### src/rtl/rxs_pkg.sv
package rxs_pkg;
  localparam int STAT_W   = 8;
  localparam int FULL_BIT = 0;
  localparam int FE_BIT   = 4;
  localparam int OVR_BIT  = 5;
  localparam int PE_BIT   = 6;
  localparam int IRQ_BIT  = 7;

  typedef struct packed {
    logic fe;
    logic pe;
  } rxs_err_t;
endpackage

### src/rtl/rxs_data_reg.sv
module rxs_data_reg #(
  parameter int DATA_W = 8
) (
  input  logic              clk,
  input  logic              rst_n,
  input  logic              mrst,
  input  logic              ld,
  input  logic              rd,
  input  logic [DATA_W-1:0] din,
  output logic [DATA_W-1:0] dout,
  output logic              full,
  output logic              accept,
  output logic              overrun
);
  logic [DATA_W-1:0] data_q;
  logic              full_q, full_d, data_en;

  always_comb begin
    overrun = ld && full_q && !rd;
    accept  = ld && !overrun;
    data_en = accept && !mrst;
    if (mrst)        full_d = 1'b0;
    else if (accept) full_d = 1'b1;
    else if (rd)     full_d = 1'b0;
    else             full_d = full_q;
  end

  always_ff @(posedge clk or negedge rst_n) begin
    if (!rst_n) begin
      data_q <= '0;
      full_q <= 1'b0;
    end else begin
      full_q <= full_d;
      if (data_en) data_q <= din;
    end
  end

  assign dout = data_q;
  assign full = full_q;

  a_r2_load_when_empty: assert property (@(posedge clk) disable iff (!rst_n)
    (accept && !mrst) |=> (full_q && data_q == $past(din)));
  a_r6_hold_on_overrun: assert property (@(posedge clk) disable iff (!rst_n)
    overrun |=> $stable(data_q));
  a_r11_read_clears_full: assert property (@(posedge clk) disable iff (!rst_n)
    (rd && !ld) |=> !full_q);
endmodule

### src/rtl/rxs_err_flags.sv
module rxs_err_flags
  import rxs_pkg::*;
(
  input  logic     clk,
  input  logic     rst_n,
  input  logic     mrst,
  input  logic     accept,
  input  logic     rd,
  input  logic     stop_ok,
  input  logic     parity_ok,
  input  logic     parity_en,
  output rxs_err_t err
);
  rxs_err_t err_q, err_d;

  always_comb begin
    err_d = err_q;
    if (mrst) begin
      err_d = '0;
    end else if (accept) begin
      err_d.fe = !stop_ok;
      err_d.pe = parity_en && !parity_ok;
    end else if (rd) begin
      err_d.pe = 1'b0;
    end
  end

  always_ff @(posedge clk or negedge rst_n) begin
    if (!rst_n) err_q <= '0;
    else        err_q <= err_d;
  end

  assign err = err_q;

  a_r3_fe_held: assert property (@(posedge clk) disable iff (!rst_n)
    (!accept && !mrst) |=> $stable(err_q.fe));
  a_r4_pe_read_clear: assert property (@(posedge clk) disable iff (!rst_n)
    (rd && !accept) |=> !err_q.pe);
  a_r5_no_pe_disabled: assert property (@(posedge clk) disable iff (!rst_n)
    (accept && !parity_en) |=> !err_q.pe);
endmodule

### src/rtl/rxs_ovr_track.sv
module rxs_ovr_track (
  input  logic clk,
  input  logic rst_n,
  input  logic mrst,
  input  logic overrun,
  input  logic rd,
  output logic ovr
);
  logic pend_q, pend_d, ovr_q, ovr_d;

  always_comb begin
    if (mrst)         pend_d = 1'b0;
    else if (overrun) pend_d = 1'b1;
    else if (rd)      pend_d = 1'b0;
    else              pend_d = pend_q;
    if (mrst)         ovr_d = 1'b0;
    else if (rd)      ovr_d = pend_q;
    else              ovr_d = ovr_q;
  end

  always_ff @(posedge clk or negedge rst_n) begin
    if (!rst_n) begin
      pend_q <= 1'b0;
      ovr_q  <= 1'b0;
    end else begin
      pend_q <= pend_d;
      ovr_q  <= ovr_d;
    end
  end

  assign ovr = ovr_q;

  a_r7_ovr_on_read: assert property (@(posedge clk) disable iff (!rst_n)
    (rd && pend_q && !mrst) |=> ovr_q);
  a_r7_ovr_cleared: assert property (@(posedge clk) disable iff (!rst_n)
    (rd && !pend_q) |=> !ovr_q);
  a_r8_mreset_ovr: assert property (@(posedge clk) disable iff (!rst_n)
    mrst |=> (!ovr_q && !pend_q));
endmodule

### src/rtl/rxs_status_top.sv
module rxs_status_top
  import rxs_pkg::*;
#(
  parameter int DATA_W      = 8,
  parameter int SYNC_STAGES = 2
) (
  input  logic              clk,
  input  logic              rst_n,
  input  logic              mreset,
  input  logic              chr_done,
  input  logic [DATA_W-1:0] chr_data,
  input  logic              stop_ok,
  input  logic              parity_ok,
  input  logic              parity_en,
  input  logic              rd_stb,
  input  logic              irq_req,
  output logic [DATA_W-1:0] rx_data,
  output logic [7:0]        status,
  output logic              irq_n
);
  localparam int SYNC_MSB = SYNC_STAGES - 1;

  logic [SYNC_MSB:0] sync_q;
  logic              rst_int_n;
  logic              full, accept, overrun, ovr;
  rxs_err_t          err;

  always_ff @(posedge clk or negedge rst_n) begin
    if (!rst_n) sync_q <= '0;
    else        sync_q <= {sync_q[SYNC_MSB:0] , 1'b1} >> 0;
  end
  assign rst_int_n = sync_q[SYNC_MSB];

  rxs_data_reg #(.DATA_W(DATA_W)) u_data (
    .clk(clk), .rst_n(rst_int_n), .mrst(mreset), .ld(chr_done), .rd(rd_stb),
    .din(chr_data), .dout(rx_data), .full(full), .accept(accept),
    .overrun(overrun)
  );

  rxs_err_flags u_err (
    .clk(clk), .rst_n(rst_int_n), .mrst(mreset), .accept(accept), .rd(rd_stb),
    .stop_ok(stop_ok), .parity_ok(parity_ok), .parity_en(parity_en), .err(err)
  );

  rxs_ovr_track u_ovr (
    .clk(clk), .rst_n(rst_int_n), .mrst(mreset), .overrun(overrun),
    .rd(rd_stb), .ovr(ovr)
  );

  always_comb begin
    status           = '0;
    status[FULL_BIT] = full;
    status[FE_BIT]   = err.fe;
    status[OVR_BIT]  = ovr;
    status[PE_BIT]   = err.pe;
    status[IRQ_BIT]  = irq_req;
    irq_n            = !irq_req;
  end

  a_r9_read_and_load: assert property (@(posedge clk) disable iff (!rst_int_n)
    (chr_done && rd_stb && !mreset) |=> status[FULL_BIT]);
  a_r8_mreset_clears: assert property (@(posedge clk) disable iff (!rst_int_n)
    mreset |=> (status[6:4] == 3'b000 && !status[FULL_BIT]));
  a_r11_low_bits_zero: assert property (@(posedge clk) disable iff (!rst_int_n)
    status[3:1] == 3'b000);
endmodule

### config.mk
export PLATFORM = sky130hd
export DESIGN_NAME = rxs_status_top
export DESIGN_NICKNAME = d
export VERILOG_FILES = /design/src/rtl/rxs_pkg.sv /design/src/rtl/rxs_data_reg.sv /design/src/rtl/rxs_err_flags.sv /design/src/rtl/rxs_ovr_track.sv /design/src/rtl/rxs_status_top.sv
export SDC_FILE = /design/constraint.sdc
export NUM_CORES = 1
export LEC_CHECK = 0
export ABC_CLOCK_PERIOD_IN_PS = 800
export BUFFER_PORTS_ARGS = -buffer_cell sky130_fd_sc_hd__buf_4
export CAP_MARGIN = 10
export CORE_MARGIN = 4
export CORE_UTILIZATION = 42
export DETAILED_ROUTE_END_ITERATION = 7
export PLACE_DENSITY = 0.76
export SKIP_LAST_GASP = 1
export SYNTH_ARGS = -nofsm -noshare
export SYNTH_HDL_FRONTEND = slang
export SYNTH_SLANG_ARGS = --single-unit
### constraint.sdc
create_clock -name clk -period 0.8 [get_ports clk]
set_input_delay 0.08 -clock clk [delete_from_list [all_inputs] [get_ports clk]]
set_output_delay 0.08 -clock clk [all_outputs]
set_load 0.01 [all_outputs]
==> flow_summary.yaml, run 1 <==
pwr:
  vdd_drop_max_v: 0.001111
  powerDensity_nw_per_um2: 1721
  power_mw: 1.957
  power_leakage_nw: 0.5887
drt:
  wirelength_mm: 1.624
  wl_per_cell_um: 14.63
  drt_iter0_drc: 3
  drtAntennaViolNets: 0
  routed-via-count: 513
  drtPass1Iterations: 4
  viasPerCell: 4.622
  post-route-drc-count: 0
setup_path:
  crit_start: "u_data.full"
  endpoint: "u_data.dout[1]"
  required_ns: 0.97
  cp-start-kind: "flop"
  critPathArrivalTime_ns: 1.51
  r2r_end: "u_data.dout[1]"
  reg2reg_from: "u_data.full"
  critPathCaptureType: "flop"
  reg2reg_depth: 4
  regToRegSetupSlack_ns: -0.54
  crit_type: "reg -> reg"
  crit_fanout: 8
cts:
  clk_latency_ns: 0.28
  cts-root-buf: "clkbuf_4"
  tritoncts: "yes"
  htree_levels: 1
  cts_buffers: 3
  clkTransAtPathRegs_ns: 0.09
  cts_buffer_depth: 2
  cts.sinks: 15
status:
  status: "finished, violations left"
  failed_checks: "setup timing"
placement:
  numPortBuffers: 30
  dp_hpwl_mm: 1.111
  placed_cells: 99
  gp_congestion: 0.6498
  place_area_um2: 937.1
  post-place-ws_ns: -0.5244
yosys:
  yosys.area.top_type_share_pct: 58.71
  synth_area_um2: 639.4
  ys_types: 15
  synth_area_leaders: "dfrtp_1, mux2_2, buf_4, mux2i_1, nor2_1"
  synthCells: 49
  synth-xor-area-share_pct: 0
  synth_compound_area_share_pct: 0.7828
  synthTopCellsByCount: "dfrtp_1, mux2_2, buf_4"
  synthAdderAreaFrac_pct: 0
  ys_ff_latch: 15
  synth_edf_count: 0
  synth_top_family_by_area: "multiplexers"
  avgSynthCellArea_um2: 13.05
  synth.area.mux_share_pct: 18.98
  yosysWarnings: 0
  synth_most_common_cell: "dfrtp_1"
  synthArstFlopShare_pct: 100.0
  synth_top_flop_cell: "dfrtp_1"
  netlist.top_cell.by_area: "dfrtp_1"
  ys_seq_area_share_pct: 58.71
  synth-simple-area-share_pct: 11.94
timing:
  setup_tns_ns: -6.876
  final-hold-violation-count: 0
  finalSetupViolCount: 25
  rsz0062_at_grt: "true"
  holdWs_ns: 0.02215
  drv_slew: 0
  worst_slack_ns: -0.5394
  fin_crit_ns: 1.339
  fmax_mhz: 746.6
  fin_skew_ns: 0.003661
  period_share_pct: 167.4
layout:
  syn_to_final_growth_pct: 77.89
  fin_cells: 111
  nets: 114
  final_area_um2: 1137
  layout-drive-gt1-share_pct: 68.75
  fin_util_pct: 83.24
  diodes: 0
floorplan:
  die_area_um2: 2210
  rows: 13
  initial_utilization_pct: 46.79
  io_pins: 34
  die_w_um: 47.02
  die_h_um: 47.02
  core_area_um2: 1366
global_routing:
  grt_max_degree: 10
  grt_pass1_wl_mm: 2.463
  antenna_found_initial: 0
  track_usage_pct: 17.79
  overflow: 0
  grt_pass1_vias: 585
run:
  max-cap-violations: 0
min_path:
  worstHoldPathType: "in -> reg"
## registers in the layout, summed over array words and instances (netlist names)
name	count
u_ovr.pend_q	1
u_err.err	2
sync_q	2
u_ovr.ovr	1
u_data.full	1
u_data.dout	8
## power breakdown
part	switching, mW	total, mW	internal [mW]
Combinational	0.197	0.619	0.422
Clock	0.237	0.431	0.194
Sequential	0.0650	0.907	0.842
Total	0.500	1.96	1.46
## cells by family (layout without fill, tap and decap cells)
| family | Yosys count | in the layout |
|---|---|---|
| buffers and inverters | 8 | 53 |
| DFF | 15 | 15 |
| muxes | 11 | 11 |
| other | 2 | 4 |
| AOI/OAI and AO/OA | 1 | 1 |
| and+or+nand+nor | 12 | 12 |
## repair_timing
action | 4_1_cts | 5_1_grt
gates resized for setup | 21 | 11
hold buffers | 1 | 0
setup endpoints to repair | 24 | 25
setup buffers | 8 | 1
pin swaps | 1 | 2
endpoints found under the hold margin | 2 | 0
## final cells by class
type | count | area (um2)
inverter | 1 | 3.754
clock buffer | 4 | 26.28
tap | 15 | 18.77
multi-input combinational | 28 | 277.8
fill | 73 | 229.0
sequential | 15 | 375.4
timing repair buffer | 48 | 435.4
## per-layer routing
| layer | wire [um] | track usage [%] | vias to the layer above |
|---|---|---|---|
| met5 | 0 | 0 | - |
| met2 | 850 | 30.08 | 19 |
| met1 | 612 | 17.87 | 246 |
| met3 | 113 | 6.130 | 5 |
| met4 | 47 | 13.26 | 0 |
| li1 | - | - | 243 |
## cells in the final DEF (no fill, tap or decap)
| cell type | n |
|---|---|
| clkbuf_4 | 3 |
| nor2b_1 | 1 |
| nor3b_4 | 1 |
| nor2_4 | 1 |
| a21oi_2 | 1 |
| dfrtp_1 | 15 |
| nand2_1 | 1 |
| buf_12 | 1 |
| inv_1 | 1 |
| nor2_1 | 3 |
| dlygate4sd3_1 | 1 |
| mux2i_1 | 2 |
| buf_4 | 30 |
| nor2b_4 | 2 |
| buf_6 | 16 |
| nor3_1 | 1 |
| clkbuf_1 | 1 |
| or3b_2 | 1 |
| conb_1 | 4 |
| mux2_4 | 9 |
| nor2_2 | 1 |
## worst min-delay path by stage
stage	cells past startpoint	end	start	slack [ns]
3_5_place_dp	1	sync_q[0]	rst_n	-0.14
3_3_place_gp	1	sync_q[0]	rst_n	-0.14
4_1_cts	2	u_data.dout[4]	chr_data[4]	0.01
5_1_grt	2	u_data.dout[2]	chr_data[2]	0.01
6_report	2	u_data.dout[6]	chr_data[6]	0.02
2_1_floorplan	0	sync_q[0]	rst_n	-0.22
## critical path, cell delays in order, from the launching register on
cell	delay, ns
dfrtp_1	0.39
nor2b_4	0.14
nor3b_4	0.23
buf_12	0.17
mux2_4	0.30
(Power assumes the default switching activity.)
==> run 2, diff against run 1 <==
--- a/config.mk
+++ b/config.mk
@@ -5,11 +5,12 @@
 export SDC_FILE = /design/constraint.sdc
 export NUM_CORES = 1
 export LEC_CHECK = 0
+export ABC_AREA = 1
 export ABC_CLOCK_PERIOD_IN_PS = 800
 export BUFFER_PORTS_ARGS = -buffer_cell sky130_fd_sc_hd__buf_4
 export CAP_MARGIN = 10
 export CORE_MARGIN = 4
-export CORE_UTILIZATION = 42
+export CORE_UTILIZATION = 43
 export DETAILED_ROUTE_END_ITERATION = 7
 export PLACE_DENSITY = 0.76
 export SKIP_LAST_GASP = 1
==> run 2 against run 1 <==
The flow still finishes with violations (setup timing). First-iteration DRC count increased to 3.0 times the previous value. Largest cell class unchanged. Clock skew is 0.0012 ns lower. Combinational power shrank 15%. Design area is 3.5% lower. Via count is 27% higher. Clock-buffer cell count stayed put. Sequential cell count unchanged. Cell count rose by 20%. Critical path depth shrank 2. Setup slack better by 0.33 ns. Power fell by 6.1%.
==> flow_summary.yaml, run 2 <==
pwr:
  p_comb_share_pct: 28.5
  power_leakage_nw: 0.6118
  p_int_mw: 1.331
  powerDensity_nw_per_um2: 1675
  p_clk_share_pct: 23.3
  switching_power_uw: 506.5
  vdd_drop_max_v: 0.001180
  p_sw_share_pct: 27.56
  seqPwrFrac_pct: 48.2
drt:
  viasPerCell: 4.895
  wl_per_cell_um: 12.87
  drtAntennaViolNets: 0
  wirelength_mm: 1.712
  routed-via-count: 651
  drt_iter0_drc: 9
  post-route-drc-count: 0
  drtPass1Iterations: 4
yosys:
  synth_most_common_cell: "nand2_1"
  synthCells: 75
  avgSynthCellArea_um2: 9.009
  synth_area_um2: 675.6
  synthArstFlopShare_pct: 100.0
  ys_seq_area_share_pct: 55.56
  yosys.area.top_type_share_pct: 55.56
  synth_edf_count: 0
  netlist.top_cell.by_area: "dfrtp_1"
  ys_types: 15
  ys_ff_latch: 15
  yosysWarnings: 0
  synth_top_flop_cell: "dfrtp_1"
  synth_area_leaders: "dfrtp_1, nand2_1, nand4_1, buf_4, inv_1"
  synthTopCellsByCount: "nand2_1, dfrtp_1, nand4_1"
layout:
  nets: 135
  syn_to_final_growth_pct: 62.41
  n_fill_cell: 115
  diodes: 0
  ff_latch_area_um2: 375.4
  final_area_um2: 1097
  largest_register_ffs: 8
  final_cell_mix: "buf_4, nand2_1, buf_6, dfrtp_1, nand4_1"
  layout_commonest_cell: "buf_4"
  layout-drive-gt1-share_pct: 47.86
  multiInputGateArea_um2: 246.5
  fin_util_pct: 73.70
setup_path:
  crit_fanout: 3
  required_ns: 0.72
  cp-start-kind: "flop"
  critPathCaptureType: "primary output"
  crit_type: "reg -> out"
  critPathArrivalTime_ns: 0.93
cts:
  cts_buffers: 3
  clk_latency_ns: 0.28
  tritoncts: "yes"
  htree_levels: 1
  clkTransAtPathRegs_ns: 0.09
  cts.sinks: 15
  cts_buffer_depth: 2
  cts-root-buf: "clkbuf_4"
placement:
  dp_hpwl_mm: 1.151
  post-place-ws_ns: -0.1161
  gp_congestion: 0.7656
  numPortBuffers: 30
  place_area_um2: 904.6
timing:
  final-hold-violation-count: 0
  period_share_pct: 126.4
  fin_crit_ns: 1.012
  fmax_mhz: 988.6
  worst_slack_ns: -0.2116
  fin_skew_ns: 0.002451
  finalSetupViolCount: 24
  drv_slew: 0
  rsz0062_at_grt: "true"
run:
  max-cap-violations: 0
global_routing:
  antenna_found_initial: 0
  grt_max_degree: 15
  grt_pass1_vias: 613
  track_usage_pct: 15.82
  grt_pass1_wl_mm: 2.435
  overflow: 0
floorplan:
  io_pins: 34
  die_area_um2: 2270
  initial_utilization_pct: 45.38
  rows: 14
  die_w_um: 47.64
  die_h_um: 47.64
  core_area_um2: 1489
status:
  status: "finished, violations left"
  failed_checks: "setup timing"
min_path:
  worstHoldPathType: "in -> reg"
[run 2: changes by cell type after synthesis, moves of 3 or more]
cell / previous run / this run
nand3_1: 0 / 3
mux2_2: 9 / 0
inv_1: 1 / 6
nor2_1: 5 / 2
nand4_1: 0 / 10
nand2_1: 1 / 22
[run 2: repair_timing]
item | 4_1_cts | 5_1_grt
pin swaps | 7 | 5
buffers inserted | 3 | 5
endpoints found under the hold margin | 3 | 0
setup endpoints to repair | 23 | 24
gates cloned | 0 | 0
gates resized for setup | 15 | 8
hold buffers | 2 | 0
[run 2: final cells by class]
class                   instances  share of cell area [%]
well taps                      16                   1.824
multi-input cells              45                   22.46
inverters                       8                   2.737
clock buffers                   4                   2.395
flip-flops and latches         15                   34.21
repair buffers                 45                   36.37
[run 2: layer usage]
layer	routed length (um)	vias up	GRT usage (%)
li1	-	316	-
met2	933	24	27.81
met4	29	0	9.677
met1	649	307	17.91
met5	0	-	0
met3	98	4	2.256
[run 2: cells by family after synthesis]
family	count (synthesis)	share of synthesized area [%]
other cells	2	1.112
flops	15	55.56
simple gates	39	27.22
compound gates	2	1.480
buf+inv	17	14.63
[run 2: metrics by stage]
stage	power, mW	hold slack (ns)	setup TNS, ns	instances
floorplan	1.062	-0.2156	-0.1089	77
CTS	1.778	0.04876	-3.375	128
finish	1.838	0.04860	-3.208	133
global placement	1.251	-0.1376	-0.6681	119
detailed placement	1.264	-0.1359	-0.9677	119
global route	1.937	0.04232	-4.153	133
[run 2: path summary, 6_finish.rpt]
kind	depth (start not counted)	slack, ns	to	startpoint
max in group asynchronous	1	0.48	u_data.dout[6]	sync_q[1]
min in group asynchronous	2	0.10	sync_q[1]	rst_n
setup reg to reg	5	-0.20	u_data.dout[1]	u_data.full
setup / recovery	2	-0.21	status[0]	u_data.full
hold reg to reg	1	0.16	u_data.dout[3]	sync_q[1]
hold / removal	3	0.05	u_data.dout[7]	chr_data[7]
[run 2: critical path, cell delays in order (launching register included)]
cell     delay (ns)
dfrtp_1        0.42
buf_6          0.13
buf_6          0.11
[run 2: power groups by stage]
stage | clock network, mW | logic, mW | registers (mW)
6_report | 0.427 | 0.524 | 0.886
5_1_grt | 0.471 | 0.574 | 0.892
4_1_cts | 0.445 | 0.448 | 0.885
3_5_place_dp | 0 | 0.376 | 0.888
3_3_place_gp | 0 | 0.371 | 0.880
2_1_floorplan | 0 | 0.140 | 0.922
==> run 3, diff against run 2 <==
--- a/config.mk
+++ b/config.mk
@@ -11,6 +11,7 @@
 export CAP_MARGIN = 10
 export CORE_MARGIN = 4
 export CORE_UTILIZATION = 43
+export CTS_BUF_LIST = sky130_fd_sc_hd__clkbuf_16
 export DETAILED_ROUTE_END_ITERATION = 7
 export PLACE_DENSITY = 0.76
 export SKIP_LAST_GASP = 1
==> run 3 against run 2 <==
The flow still finishes with violations (setup timing). Global-route usage increased by 0.53 points. First-iteration DRC count increased by 11%. Design area increased by 2.1%. Via count decreased by 0.31%. Critical endpoint unchanged. Largest cell class unchanged. Largest power group is now clock.
==> flow_summary.yaml, run 3 (synthesis gave the netlist of run 2 again) <==
setup_path:
  crit_type: "reg -> out"
  required_ns: 0.72
  crit_fanout: 3
  reg2reg_depth: 4
  r2r_end: "u_data.dout[1]"
  reg2reg_from: "u_data.full"
  regToRegSetupSlack_ns: -0.14
  critPathCaptureType: "primary output"
  cp-start-kind: "flop"
  critPathArrivalTime_ns: 0.91
drt:
  wl_per_cell_um: 13.27
  wirelength_mm: 1.738
  drtPass1Iterations: 4
  viasPerCell: 4.954
  post-route-drc-count: 0
  routed-via-count: 649
  drtAntennaViolNets: 0
  drt_iter0_drc: 10
run:
  max-cap-violations: 0
layout:
  largest_register_ffs: 8
  fin_cells: 131
  ff_latch_area_um2: 376.6
  final_area_um2: 1120
  diodes: 0
  multiInputGateArea_um2: 232.7
  syn_to_final_growth_pct: 65.74
  nets: 133
  final_cell_mix: "buf_4, nand2_1, buf_6, dfrtp_1, nand4_1"
  layout_commonest_cell: "buf_4"
  n_fill_cell: 97
  layout-drive-gt1-share_pct: 47.83
cts:
  clk_latency_ns: 0.24
  htree_levels: 1
  cts_buffers: 3
  cts-root-buf: "clkbuf_16"
  cts.sinks: 15
  tritoncts: "yes"
  cts_buffer_depth: 2
  clkTransAtPathRegs_ns: 0.05
timing:
  drv_slew: 0
  fin_crit_ns: 0.9869
  finalSetupViolCount: 24
  period_share_pct: 123.4
  rsz0062_at_grt: "true"
  setup_tns_ns: -1.890
  final-hold-violation-count: 0
  fmax_mhz: 1013
  worst_slack_ns: -0.1869
  fin_skew_ns: 0.001763
status:
  status: "finished, violations left"
  failed_checks: "setup timing"
placement:
  gp_congestion: 0.7656
  dp_hpwl_mm: 1.151
  place_area_um2: 904.6
  placed_cells: 119
  numPortBuffers: 30
floorplan:
  die_area_um2: 2270
  rows: 14
  initial_utilization_pct: 45.38
  io_pins: 34
  die_w_um: 47.64
  die_h_um: 47.64
  core_area_um2: 1489
global_routing:
  grt_pass1_wl_mm: 2.435
  grt_pass1_vias: 581
  grt_max_degree: 15
  track_usage_pct: 16.35
  antenna_found_initial: 0
  overflow: 0
pwr:
  powerDensity_nw_per_um2: 2096
  vdd_drop_max_v: 0.001413
  power_leakage_nw: 0.6309
min_path:
  min_to: "u_data.full"
  worstHoldStart: "mreset"
  hold-path-cell-count: 2
  worstHoldPathType: "in -> reg"
## run 3: cell count changes in the layout (fill, tap and decap cells not counted), moves of 2 or more
cell	previous run	this run
clkbuf_16	0	3
clkbuf_4	3	0
nand2_1	17	19
nand2_2	5	3
## run 3: per-layer routing
layer | track usage, % | up-vias | share of wire (%)
li1 | - | 312 | -
met3 | 3.383 | 7 | 6.6
met2 | 27.81 | 29 | 52
met5 | 0 | - | 0
met1 | 18.10 | 301 | 38
met4 | 11.29 | 0 | 3.9
## run 3: through the flow
stage	util (%)	total power, mW	hold WS, ns	setup WS [ns]
finish	75.21	2.347	0.002975	-0.1869
global route	75.21	2.446	0.001148	-0.2221
CTS	71.01	2.301	0.006423	-0.1690
detailed placement	60.76	1.264	-0.1359	-0.1161
global placement	60.76	1.251	-0.1376	-0.07642
floorplan	-	1.062	-0.2156	-0.01235
## run 3: power by group
part | switching [mW] | leakage [nW] | internal, mW
clock network | 0.291 | 0.0423 | 0.661
logic | 0.207 | 0.400 | 0.295
registers | 0.0573 | 0.189 | 0.836
total | 0.556 | 0.631 | 1.79
## run 3: repair_timing
| action | CTS | global route |
|---|---|---|
| resized for setup | 13 | 9 |
| endpoints found under the hold margin | 2 | 0 |
| hold buffers | 1 | 0 |
| endpoints found under the setup margin | 23 | 24 |
| buffers inserted | 2 | 5 |
| pin swaps | 0 | 3 |
## run 3: worst max path at each step
stage,startpoint,to,slack (ns),cells past startpoint
finish,u_data.full,status[0],-0.19,2
global route,u_data.full,u_data.dout[1],-0.22,4
CTS,u_data.full,status[0],-0.17,2
detailed placement,u_data.full,u_data.dout[3],-0.12,4
global placement,u_data.full,u_data.dout[4],-0.08,4
floorplan,u_data.full,u_data.dout[0],-0.01,4
## run 3: final cells by class
cell class | count | area share [%]
Timing Repair Buffer | 43 | 34.08
Sequential cell | 15 | 33.63
Multi-Input combinational cell | 45 | 20.78
Clock buffer | 3 | 6.704
Inverter | 8 | 2.682
Tap cell | 16 | 1.788
Clock inverter | 1 | 0.3352
## run 3: critical path, cell delays in order, from the launching register on
cell and delay, ns:
dfrtp_2 0.43, buf_6 0.12, buf_6 0.11
